**src/rtl/pflash_pkg.sv**
```systemverilog
package pflash_pkg;
    localparam int IADDR_W = 9;
    localparam int IDATA_W = 16;
    localparam int WORDS   = 1 << IADDR_W;

    typedef enum logic [1:0] {
        S_IDLE  = 2'd0,
        S_READ  = 2'd1,
        S_WRITE = 2'd2,
        S_ERASE = 2'd3
    } fsm_state_t;

    typedef enum logic [1:0] {
        OP_RD = 2'd0,
        OP_WR = 2'd1,
        OP_ER = 2'd2
    } op_kind_t;
endpackage

```
**src/rtl/pflash_strobe_det.sv**
```systemverilog
module pflash_strobe_det (
    input  logic                  clk,
    input  logic                  rst_n,
    input  logic                  rd_n,
    input  logic                  wr_n,
    input  logic                  er_n,
    output logic                  req_ok,
    output pflash_pkg::op_kind_t  req_op
);
    import pflash_pkg::*;

    logic [2:0] lvl_q;
    logic [2:0] low_now;
    logic [2:0] fell;

    assign low_now = {~er_n, ~wr_n, ~rd_n};

    always_ff @(posedge clk or negedge rst_n) begin
        if (!rst_n) lvl_q <= 3'b000;
        else        lvl_q <= low_now;
    end

    assign fell = low_now & ~lvl_q;

    // accept only when exactly one strobe is low at the edge.
    always_comb begin
        req_ok = 1'b0;
        req_op = OP_RD;
        if (|fell) begin
            unique case (low_now)
                3'b001:  begin req_ok = 1'b1; req_op = OP_RD; end
                3'b010:  begin req_ok = 1'b1; req_op = OP_WR; end
                3'b100:  begin req_ok = 1'b1; req_op = OP_ER; end
                default: begin req_ok = 1'b0; req_op = OP_RD; end
            endcase
        end
    end
endmodule

```
**src/rtl/pflash_pad.sv**
```systemverilog
module pflash_pad #(
    parameter int IN_W   = 6,
    parameter int FULL_W = 9,
    parameter bit FILL   = 1'b0
) (
    input  logic [IN_W-1:0]   narrow,
    output logic [FULL_W-1:0] wide
);
    localparam int PAD_W = FULL_W - IN_W;

    generate
        if (PAD_W == 0) begin : g_full
            assign wide = narrow;
        end else begin : g_pad
            assign wide = {narrow, {PAD_W{FILL}}};
        end
    endgenerate
endmodule

```
**src/rtl/pflash_array.sv**
```systemverilog
module pflash_array (
    input  logic                            clk,
    input  logic                            rst_n,
    input  logic [pflash_pkg::IADDR_W-1:0]  a,
    input  logic [pflash_pkg::IDATA_W-1:0]  wdata,
    input  logic                            wr_en,
    input  logic                            er_en,
    output logic [pflash_pkg::IDATA_W-1:0]  rdata
);
    import pflash_pkg::*;

    logic [IDATA_W-1:0] mem [WORDS];

    assign rdata = mem[a];

    always_ff @(posedge clk or negedge rst_n) begin
        if (!rst_n) begin
            for (int i = 0; i < WORDS; i++) mem[i] <= '1;
        end else if (er_en) begin
            for (int i = 0; i < WORDS; i++) begin
                if (i[IADDR_W-1] == a[IADDR_W-1]) mem[i] <= '1;
            end
        end else if (wr_en) begin
            mem[a] <= mem[a] & wdata;
        end
    end

    a_r7_one_op_per_cycle: assert property (@(posedge clk) disable iff (!rst_n)
        !(wr_en && er_en))
        else $error("a_r7_one_op_per_cycle");
endmodule

```
**src/rtl/pflash_req_ctrl.sv**
```systemverilog
module pflash_req_ctrl #(
    parameter int USER_ADDR_W  = 6,
    parameter int USER_DATA_W  = 12,
    parameter int READ_CYCLES  = 2,
    parameter int WRITE_CYCLES = 4,
    parameter int ERASE_CYCLES = 6
) (
    input  logic                   clk,
    input  logic                   rst_n,
    input  logic                   rd_n,
    input  logic                   wr_n,
    input  logic                   er_n,
    input  logic [USER_ADDR_W-1:0] addr,
    input  logic [USER_DATA_W-1:0] din,
    output logic [15:0]            dout,
    output logic                   busy_n,
    output logic                   data_valid,
    output logic                   osc_en
);
    import pflash_pkg::*;

    localparam int MAX_CYC = (READ_CYCLES > WRITE_CYCLES)
                           ? ((READ_CYCLES > ERASE_CYCLES) ? READ_CYCLES : ERASE_CYCLES)
                           : ((WRITE_CYCLES > ERASE_CYCLES) ? WRITE_CYCLES : ERASE_CYCLES);
    localparam int CNT_W = $clog2(MAX_CYC + 1);

    fsm_state_t          state_q, state_d;
    logic [CNT_W-1:0]    cnt_q;
    logic                req_ok;
    op_kind_t            req_op;
    logic [IADDR_W-1:0]  a_wide, a_q;
    logic [IDATA_W-1:0]  d_wide, d_q;
    logic [IDATA_W-1:0]  rdata;
    logic                accept, finish;

    pflash_strobe_det u_det (
        .clk(clk), .rst_n(rst_n), .rd_n(rd_n), .wr_n(wr_n), .er_n(er_n),
        .req_ok(req_ok), .req_op(req_op)
    );

    pflash_pad #(.IN_W(USER_ADDR_W), .FULL_W(IADDR_W), .FILL(1'b0)) u_apad (
        .narrow(addr), .wide(a_wide)
    );

    pflash_pad #(.IN_W(USER_DATA_W), .FULL_W(IDATA_W), .FILL(1'b1)) u_dpad (
        .narrow(din), .wide(d_wide)
    );

    assign accept = (state_q == S_IDLE) && req_ok;     // only in idle
    assign finish = (state_q != S_IDLE) && (cnt_q == '0);

    pflash_array u_arr (
        .clk(clk), .rst_n(rst_n), .a(a_q), .wdata(d_q),
        .wr_en(finish && state_q == S_WRITE),
        .er_en(finish && state_q == S_ERASE),
        .rdata(rdata)
    );

    always_comb begin
        state_d = state_q;
        unique case (state_q)
            S_IDLE: begin
                if (accept) begin
                    unique case (req_op)
                        OP_RD:   state_d = S_READ;
                        OP_WR:   state_d = S_WRITE;
                        default: state_d = S_ERASE;
                    endcase
                end
            end
            S_READ, S_WRITE, S_ERASE: begin
                if (cnt_q == '0) state_d = S_IDLE;
            end
            default: state_d = S_IDLE;
        endcase
    end

    // State register, countdown and request capture.
    always_ff @(posedge clk or negedge rst_n) begin
        if (!rst_n) begin
            state_q <= S_IDLE;
            cnt_q   <= '0;
            a_q     <= '0;
            d_q     <= '1;
        end else begin
            state_q <= state_d;
            if (accept) begin
                a_q <= a_wide;
                d_q <= d_wide;
                unique case (req_op)
                    OP_RD:   cnt_q <= CNT_W'(READ_CYCLES - 1);
                    OP_WR:   cnt_q <= CNT_W'(WRITE_CYCLES - 1);
                    default: cnt_q <= CNT_W'(ERASE_CYCLES - 1);
                endcase
            end else if (cnt_q != '0) begin
                cnt_q <= cnt_q - 1'b1;
            end
        end
    end

    // Output register: read data and its valid flag.
    always_ff @(posedge clk or negedge rst_n) begin
        if (!rst_n) begin
            dout       <= '0;
            data_valid <= 1'b0;
        end else if (accept) begin
            data_valid <= 1'b0;
        end else if (finish && state_q == S_READ) begin
            dout       <= rdata;
            data_valid <= 1'b1;
        end
    end

    assign busy_n = (state_q == S_IDLE);
    assign osc_en = 1'b1;

    a_r2_busy_hold: assert property (@(posedge clk) disable iff (!rst_n)
        (!busy_n && cnt_q != '0) |=> !busy_n)
        else $error("a_r2_busy_hold");

    a_r4_conflict_reject: assert property (@(posedge clk) disable iff (!rst_n)
        (busy_n && $countones({~rd_n, ~wr_n, ~er_n}) > 1) |=> busy_n)
        else $error("a_r4_conflict_reject");

    a_r3_valid_from_read: assert property (@(posedge clk) disable iff (!rst_n)
        $rose(data_valid) |-> $past(state_q == S_READ))
        else $error("a_r3_valid_from_read");

    a_r10_valid_clear: assert property (@(posedge clk) disable iff (!rst_n)
        $fell(busy_n) |-> !data_valid)
        else $error("a_r10_valid_clear");
endmodule

```
**config.mk**
```make
export PLATFORM = sky130hd
export DESIGN_NAME = pflash_req_ctrl
export DESIGN_NICKNAME = d
export VERILOG_FILES = /design/src/rtl/pflash_pkg.sv /design/src/rtl/pflash_strobe_det.sv /design/src/rtl/pflash_pad.sv /design/src/rtl/pflash_array.sv /design/src/rtl/pflash_req_ctrl.sv
export SDC_FILE = /design/constraint.sdc
export NUM_CORES = 2
export LEC_CHECK = 0
export ABC_AREA = 1
export CORE_UTILIZATION = 44
export CTS_CLUSTER_DIAMETER = 60
export DETAILED_ROUTE_END_ITERATION = 10
export DONT_BUFFER_PORTS = 1
export PLACE_DENSITY = 0.62
export SYNTH_ARGS = -nofsm -noshare
export SYNTH_HDL_FRONTEND = slang
export SYNTH_SLANG_ARGS = --single-unit
```
**constraint.sdc**
```tcl
create_clock -name clk -period 2.09 [get_ports clk]
set_input_delay 0.209 -clock clk [delete_from_list [all_inputs] [get_ports clk]]
set_output_delay 0.209 -clock clk [all_outputs]
set_load 0.02 [all_outputs]
```
==> metrics.txt <==
post-synthesis sequential element count 1067; violated checks slew limit, setup timing; FMAX ~360 MHz; number of iterations in the first detailed-routing pass 6; number of endpoints failing setup at the final stage around 1000; synthesis-to-finish area growth 20.8%; share of the clock period used by the worst path after layout 133%; routed wire length 206 mm; path class of the lowest-slack min-delay path in -> reg; final weighted congestion of routability-driven global placement 0.980; startpoint-to-endpoint class of the critical path reg -> reg; largest net degree at the start of global routing roughly 240; worst relative slew slack -12.3%; post-synthesis area per instance 7.51 sq um; effective utilization at floorplan between 40 and 50%; number of buffers added by the clock tree synthesis step 130; residual DRC count 0; RSZ-0062 raised after global routing true; Sw Pwr 48.6 mW; Leakage Power 31.2 nW; final cell utilization of the core 53.8%; total number of yosys warnings 0; share of layout cells above drive strength 1 27.6%; Worst-path clk slew 0.06 ns; transition at the pin with the smallest max-transition slack approximately 1.7 ns; maximum cell stage delay along the critical path 0.50 ns; via count of the first global-routing pass 49700; Final Hold Viols 0; number of standard-cell rows in the floorplan ~130; top routing layer in use met5; Clock Latency Late Sink 0.79 ns; Cell Chain, Critical Path buf_12 -> buf_12 -> buf_4 -> buf_4 -> nand2_1 -> nand3_1 -> nand2_1 -> o21ai_1 -> buf_4 -> nand2_1 -> nor2_2 -> nand2_2 -> nand2_2 -> buf_12 -> a21oi_1; nature of the critical path endpoint flip-flop; Clock Skews 0.0344 ns; FF-to-FF Start a_q[3]; main flop type after synthesis dfstp_2; root cell of the clock tree clkbuf_16; average wire per cell in the routed design 21.2 um; Register-to-Register Setup Slack -0.68 ns; number of flops mapped to enable cells by yosys 0; setup slack of the critical path after layout -0.681 ns; clock period minus final worst setup slack 2.77 ns; Cells after Synth ~7600; remaining global-route overflow 0; Die Y-Extent 362 um; ranking of synthesized cells by area dfstp_2 48%, nand2_1 12%, a21oi_1 7.3%, inv_1 6.5%, nand3_1 6.4%; switching power share of the total between 40% and 50%; share of flip-flops with an asynchronous set or reset between 90% and 100%; launch point of the worst path a_q[3]; met2 routed WL about 93 mm; count of cell types in the netlist 41; DRC marker count from the first detailed-route iteration 5851; post-synth net total 7627; post-route met1 wirelength 84.6 mm; ports placed on the boundary 42; run status finished, violations left; Num Clock Sinks between 1000 and 1500; Die Area 131000 sq um; fraction of the yosys area taken by sequential cells 49.0%; CP Buf/Inv Count 6; Clk network pwr share 21.0%; Max Slew Vio Count 116; dominant delay contributor by cell family on the critical path buffers and inverters; initial antenna violation count 2; Post-Place Cell Area 63400 sq um; Pwr Density 1620 nW/um^2; Maximum Capacitance Violations 0; worst-path cell with the longest stage delay dfrtp_4; routed via count 52100; Yosys top cell by area dfstp_2; deepest level of the CTS H-tree 4; arrival time of the worst setup path 3.46 ns; Setup crit start kind flip-flop; clock tree from TritonCTS yes; Die X 362 um; synthesized cell area approximately 57000 sq um; Detail Route Antenna Nets 0; Inserted Diodes 0; via-per-instance ratio 5.36; highest fanout seen on the critical path 21; VDD IR max roughly 1.9 mV; IO Port Bufs 0; met3 wire len about 17 mm; floorplan core area 128000 sq um; Logic pwr share between 40% and 50%; setup tns final -549.50 ns; Bufs on Longest Clock Path 3; post-synth top area share 47.7%; Hold Crit Start din[8]; first-pass GRT wire length 309 mm; sequential group share of total power 31.9%; Required @ worst endpoint 2.78 ns; cell internal pwr 63.0 mW; Final Cell Area 69000 sq um; post-DP HPWL 136 mm; combined global-route utilization of all metal layers 31.1%; number of nets in the layout 7918
==> final timing paths <==
check,cells past startpoint,to
min in group asynchronous,5,u_arr.mem[8055]
min reg2reg,2,u_arr.mem[4216]
max in group asynchronous,7,cnt_q[2]
min,3,d_q[12]
max,15,u_arr.mem[6393]
max reg2reg,15,u_arr.mem[6393]
==> layer usage <==
metal	track usage, %	vias to the layer above
li1	-	24200
met1	41.5	25100
met2	47.8	2265
met3	5.82	494
met4	16.6	2
met5	0	-
==> per-stage QoR <==
step,cells,total power [mW],setup slack [ns],hold WS [ns]
floorplan,7602,62.0,-0.0257,-0.0866
global placement,9438,84.0,-0.932,0.0735
detailed placement,9438,84.8,-0.952,0.0737
CTS,9709,110,-0.608,0.0285
global route,9725,117,-0.748,0.0710
finish,9725,112,-0.681,0.0672
==> timing repair <==
action / CTS / global route
hold endpoints to repair: 220 / 0
setup buffers: 2 / 10
setup endpoints to repair: 1040 / 1276
resized for setup: 63 / 69
cloned: 4 / 6
hold buffers: 30 / 0
pin swaps: 2 / 3
==> kinds of logic after synthesis <==
kind of cell / count (synthesis) / synth area share, %
simple gates: 3687 / 27.2
buf+inv: 1561 / 11.9
compound gates: 1283 / 11.8
flops: 1067 / 49.0
fa+ha+maj: 2 / 0.0438
xor+xnor: 1 / 0.0153
other cells: 1 / 0.00657
==> sequential cells by signal, indices dropped and copies added, names as in the netlist <==
signal,flops
dout,16
d_q,12
a_q,6
cnt_q,3
u_det.lvl_q,3
u_arr.mem,1024
state_q,2
data_valid,1
==> power by group through the flow <==
stage          clock network (mW)  logic [mW]  registers (mW)
6_report                     23.5        52.6            35.6
5_1_grt                      24.6        55.9            36.2
4_1_cts                      23.8        50.5            35.5
3_5_place_dp                    0        49.1            35.7
3_3_place_gp                    0        48.6            35.4
2_1_floorplan                   0        28.4            33.6
==> cells in the mapped netlist, types with 2 or more instances <==
master / instances
nand2_1: 1841
dfstp_2: 1036
inv_1: 994
nor2_1: 955
a21oi_1: 838
nand3_1: 733
o21ai_0: 293
buf_2: 194
clkbuf_1: 122
buf_4: 97
a21oi_2: 61
buf_1: 55
o21ai_1: 54
nor2_4: 50
inv_2: 48
buf_6: 39
or2_0: 33
dfrtp_1: 31
nand2_2: 22
nor2_2: 21
a31oi_1: 16
o211ai_1: 12
or2_2: 12
nand2_4: 7
inv_4: 5
nor3_4: 5
a21oi_4: 4
clkinv_1: 4
nor3_2: 3
clkinv_2: 2
ha_1: 2
nor3_1: 2
o21ai_2: 2
or2_1: 2
==> layout make-up <==
class,count,area [sq um]
timing repair buffer,667,7700
multi-input combinational,4974,22700
sequential,1067,28000
fill,12000,59200
clock inverter,55,693
inverter,1053,3980
clock buffer,180,3720
tap,1729,2160
==> cell usage in the layout (no fill, tap or decap), types with 22 or more instances in the layout <==
cell           count
dfrtp_1           28
buf_12           174
clkinv_2          22
nor2_4            62
nor2_1           934
a21oi_1          822
clkbuf_1          27
dlygate4sd3_1     23
inv_1            992
nand2_2           32
o21ai_1           83
clkbuf_16        140
or2_0             33
nand2_1         1821
a21oi_2           74
nand3_1          733
o21ai_0          252
buf_4            430
dfstp_2         1036
nor2_2            30
inv_2             49
==> worst min-delay path, stage by stage <==
cell and delay [ns]:
dlygate4sd3_1 0.53, nand2_1 0.06, nand2_1 0.04
Power figures use the tool's default switching activity.
